File: src/rtl/dcs_pkg.sv
package dcs_pkg;
  // width needed to hold values 0..n-1 (at least one bit)
  function automatic int idx_width(input int n);
    return (n <= 2) ? 1 : $clog2(n);
  endfunction

  typedef struct packed {
    logic stb;
    logic chip;
    logic starve;
  } chip_event_t;
endpackage

File: src/rtl/dcs_chip_timer.sv
module dcs_chip_timer #(
  parameter int CYC_PER_CHIP = 2
) (
  input  logic clk,
  input  logic rst,
  output logic slot
);
  localparam int CW = dcs_pkg::idx_width(CYC_PER_CHIP);
  localparam logic [CW-1:0] LAST = CW'(CYC_PER_CHIP - 1);

  logic [CW-1:0] cnt;

  always_ff @(posedge clk) begin
    if (rst) cnt <= '0;
    else if (cnt == LAST) cnt <= '0;
    else cnt <= cnt + 1'b1;
  end

  assign slot = (cnt == LAST) && !rst;
endmodule

File: src/rtl/dcs_symbol_shifter.sv
module dcs_symbol_shifter #(
  parameter int CHIPS = 10,
  parameter logic [CHIPS-1:0] SYM_ZERO = '0,
  parameter logic [CHIPS-1:0] SYM_ONE  = '1
) (
  input  logic clk,
  input  logic rst,
  input  logic slot,
  input  logic load,
  input  logic data,
  output logic idle,
  output logic emit,
  output logic spread_chip
);
  localparam int LW = dcs_pkg::idx_width(CHIPS);
  localparam logic [LW-1:0] REFILL = LW'(CHIPS - 1);

  logic [CHIPS-1:0] sreg;
  logic [LW-1:0]    left;
  logic [CHIPS-1:0] chosen;

  assign chosen = data ? SYM_ONE : SYM_ZERO;
  assign idle   = (left == '0);
  assign emit   = slot && (!idle || load);
  assign spread_chip = idle ? chosen[CHIPS-1] : sreg[CHIPS-1];

  always_ff @(posedge clk) begin
    if (rst) begin
      sreg <= '0;
      left <= '0;
    end else if (slot) begin
      if (!idle) begin
        sreg <= {sreg[CHIPS-2:0], 1'b0};
        left <= left - 1'b1;
      end else if (load) begin
        sreg <= {chosen[CHIPS-2:0], 1'b0};
        left <= REFILL;
      end
    end
  end
endmodule

File: src/rtl/dcs_diff_encoder.sv
module dcs_diff_encoder (
  input  logic clk,
  input  logic rst,
  input  logic emit,
  input  logic spread_chip,
  input  logic starve,
  output dcs_pkg::chip_event_t ev
);
  always_ff @(posedge clk) begin
    if (rst) begin
      ev <= '0;
    end else begin
      ev.stb    <= emit;
      ev.starve <= starve;
      if (emit) ev.chip <= ev.chip ^ spread_chip;
    end
  end
endmodule

File: src/rtl/dcfree_spreader.sv
module dcfree_spreader #(
  parameter int CHIPS = 10,
  parameter int CYC_PER_CHIP = 5,
  parameter logic [CHIPS-1:0] SYM_ZERO = 10'b1011010010,
  parameter logic [CHIPS-1:0] SYM_ONE  = 10'b0100101101
) (
  input  logic clk,
  input  logic rst,
  input  logic in_valid,
  output logic in_ready,
  input  logic in_bit,
  output logic chip_out,
  output logic chip_stb,
  output logic underflow
);
  logic slot, idle, emit, spread_chip, accept, starve;
  dcs_pkg::chip_event_t ev;

  generate
    if (CHIPS < 2 || CYC_PER_CHIP < 2) begin : g_bad_cfg
      initial $display("dcfree_spreader: CHIPS and CYC_PER_CHIP must be at least 2");
    end
  endgenerate

  dcs_chip_timer #(.CYC_PER_CHIP(CYC_PER_CHIP)) u_timer (
    .clk(clk), .rst(rst), .slot(slot)
  );

  assign in_ready = slot && idle;
  assign accept   = in_ready && in_valid;
  assign starve   = in_ready && !in_valid;

  dcs_symbol_shifter #(.CHIPS(CHIPS), .SYM_ZERO(SYM_ZERO), .SYM_ONE(SYM_ONE)) u_shift (
    .clk(clk), .rst(rst), .slot(slot), .load(accept), .data(in_bit),
    .idle(idle), .emit(emit), .spread_chip(spread_chip)
  );

  dcs_diff_encoder u_enc (
    .clk(clk), .rst(rst), .emit(emit), .spread_chip(spread_chip),
    .starve(starve), .ev(ev)
  );

  assign chip_out  = ev.chip;
  assign chip_stb  = ev.stb;
  assign underflow = ev.starve;
endmodule

File: config.mk
export PLATFORM = sky130hd
export DESIGN_NAME = dcfree_spreader
export DESIGN_NICKNAME = d
export VERILOG_FILES = /design/src/rtl/dcs_pkg.sv /design/src/rtl/dcs_chip_timer.sv /design/src/rtl/dcs_symbol_shifter.sv /design/src/rtl/dcs_diff_encoder.sv /design/src/rtl/dcfree_spreader.sv
export SDC_FILE = /design/constraint.sdc
export NUM_CORES = 1
export LEC_CHECK = 0
export BUFFER_PORTS_ARGS = -buffer_cell sky130_fd_sc_hd__buf_2
export CORE_AREA = 2 2 40 51
export DETAILED_ROUTE_END_ITERATION = 7
export DIE_AREA = 0 0 42 53
export MAX_ROUTING_LAYER = met4
export PLACE_DENSITY = 0.68
export SKIP_CTS_REPAIR_TIMING = 1
export SLEW_MARGIN = 0
export SYNTH_ARGS = -nofsm -noshare
export SYNTH_HDL_FRONTEND = slang
export SYNTH_SLANG_ARGS = --single-unit
File: constraint.sdc
create_clock -name clk -period 3.3 [get_ports clk]
set_clock_uncertainty 0.1 [all_clocks]
set_input_delay 0.495 -clock clk [delete_from_list [all_inputs] [get_ports clk]]
set_output_delay 0.495 -clock clk [all_outputs]
set_load 0.03 [all_outputs]
==> out/summary.txt <==
CORE AREA -> 1720 sq um
DRC -> 0
vias in the first global route -> 567
Seq/Total Area, Yosys -> 0.455
First DRT Iteration DRCs -> 6
WL/cell -> 12.7 um
I/O pin total -> 8
delay-heaviest family, CP -> simple AND/OR/NAND/NOR gates
crit start category -> register
drt pass-1 iters -> 4
P_sw -> 0.0890 mW
proportion of netlist area held by the largest area contributor -> 0.455
CTS tree -> yes
Syn Nets -> 102
ys async rst share -> 0
Worst Setup End Kind -> primary output
Max Fclk -> 425 MHz
HP Class -> reg -> reg
slowest cell on the critical path -> or4_1
Sw Ratio -> 0.234
worst-path fanout max -> 7
# diodes -> 0
top post-synthesis cells by area -> dfxtp_1, a21oi_1, nand2_1
max_cap viols -> 0
most common cell after layout, fill and taps aside -> dfxtp_1
RSZ-0062 raised after global routing -> false
Leak Pwr -> 0.342 nW
Routed Antenna Nets -> 0
final setup TNS -> 0 ns
total congestion overflow -> 0
# clock sinks -> 19
Flop pwr share -> 0.625
placed instance count -> 117
crit path cell chain -> or4_1, nor2_1, buf_2
number of port buffers -> 7
synth-to-layout area growth -> 7.78%
initial core utilization -> 0.485
CP Class -> reg -> out
Post-Syn Instances -> 96
relative slew slack -> 0.538
Crit path arrival time -> 1.76 ns
Syn Std Cell Area -> 836 sq um
critical path required time -> 2.70 ns
WL final -> 1540 um
status -> finished, final reports clean
gpl congestion -> 0.780
root buf cell -> clkbuf_4
Yosys top cell by area -> dfxtp_1
post-DP HPWL -> 1120 um
clock power share -> 0.305
largest net degree at the start of global routing -> 20
internal power -> 0.291 mW
row cnt -> 17
total number of vias -> 670
GRT Total Usage -> 0.160
CTS Buf Count -> 3
Synth Flop Type -> dfxtp_1
Yosys cell types -> 27
Max IR drop VDD -> 205 uV
clock buffer depth -> 2
Die ar. -> 2230 sq um
Max H-tree Level -> 1
Power Density -> 422 nW/um^2
CP bufs+invs -> 1
first-pass GRT wire length -> 2520 um
Worst path max stage delay -> 0.70 ns
die height -> 53 um
yosys warns -> 0
Pins Over Slew Limit -> 0
EDFF count, synth -> 0
Via density -> 5.54
Final Hold Fails -> 0
Synth Register Bits -> 19
clock transition at the registers of the reported paths -> 0.11 ns
Final period util -> 0.714
insertion delay to the later sink of the worst-skew pair -> 0.29 ns
Worst-Margin Slew -> 0.687 ns
Comb pwr share -> 0.069
Fillers -> 168
Finished Layout Cells -> 121
final setup fails -> 0
final layout net count -> 109
fin crit period -> 2.36 ns
commonest cells after routing, fill and taps aside -> dfxtp_1, a21oi_1, nand2_1
die width -> 42 um
initial antenna violation count -> 0
layout cells sized above 1 -> 0.137
Avg Cell Area, Syn -> 8.71 sq um
## worst paths after layout
path         slack, ns  depth (start not counted)                         start                           end
min reg2reg       0.36                          2  u_shift.sreg[7]$_SDFFE_PP0P_  u_shift.sreg[7]$_SDFFE_PP0P_
max               0.94                          3  u_shift.left[0]$_SDFFE_PP0P_                      in_ready
min               0.36                          2  u_shift.sreg[7]$_SDFFE_PP0P_  u_shift.sreg[7]$_SDFFE_PP0P_
max reg2reg       1.39                          5  u_shift.left[0]$_SDFFE_PP0P_      u_enc.ev[1]$_SDFFE_PP0P_
## flip-flops by register name (all words and copies together) (netlist names)
signal        cells
u_shift.sreg      9
u_shift.left      4
u_enc.ev          3
u_timer.cnt       3
## layer usage
layer | share of wire | wire, um | vias to the layer above | global-route usage
met5 | 0 | 0 | - | -
met4 | 0.028 | 43 | 0 | 0.129
met3 | 0.045 | 69 | 6 | 0.0273
met2 | 0.48 | 735 | 18 | 0.250
met1 | 0.45 | 690 | 299 | 0.181
li1 | - | - | 347 | -
## per-stage QoR
step | total power [mW] | setup slack, ns | utilization | area, sq um | hold slack (ns)
floorplan | 0.263 | 1.23 | - | 836 | 0.327
global placement | 0.269 | 1.20 | 0.508 | 875 | 0.345
detailed placement | 0.269 | 1.20 | 0.508 | 875 | 0.346
CTS | 0.383 | 0.935 | 0.523 | 901 | 0.360
global route | 0.395 | 0.851 | 0.523 | 901 | 0.381
finish | 0.380 | 0.945 | 0.523 | 901 | 0.358
## power by group through the flow
stage                     Combinational, mW  Clock, mW  Sequential (mW)
after CTS                            0.0263      0.119            0.238
final                                0.0263      0.116            0.238
after global routing                 0.0299      0.126            0.239
after detailed placement             0.0262          0            0.243
after floorplan                      0.0205          0            0.243
after global placement               0.0260          0            0.243
## worst reg2reg max path, cell delays in order, from the launching register on
cell,delay [ns]
dfxtp_1,0.38
or4_1,0.70
o21ai_4,0.30
inv_4,0.09
o211ai_2,0.09
mux2i_1,0.19
## cell usage after synthesis (2+ instances only)
cell type and count:
a21oi_1 14, clkbuf_1 4, dfxtp_1 19, ha_1 2, inv_1 3, mux2i_1 3, nand2_1 9, nand2b_1 5
nor2_1 8, nor2b_1 2, nor3_1 4, o211ai_1 4, o21ai_1 4, or4_1 2
## final cells by class
type,count,area [sq um],share of cell area
Multi-Input combinational cell,68,418,0.464
Sequential cell,19,380,0.422
Inverter,4,17.5,0.0194
Tap cell,19,23.8,0.0264
Clock buffer,4,26.3,0.0292
Timing Repair Buffer,7,35.0,0.0389
## cells by family (layout without fill, tap and decap cells)
family	count (synthesis)	after routing	synth area share
buffers and inverters	9	15	0.0449
and+or+nand+nor	36	36	0.229
xor gates and xnor gates	1	1	0.0105
AOI/OAI and AO/OA	26	26	0.195
adders and majority gates	2	2	0.0299
muxes	3	3	0.0359
DFF	19	19	0.455
No activity file was read; power rests on OpenSTA's default activity.
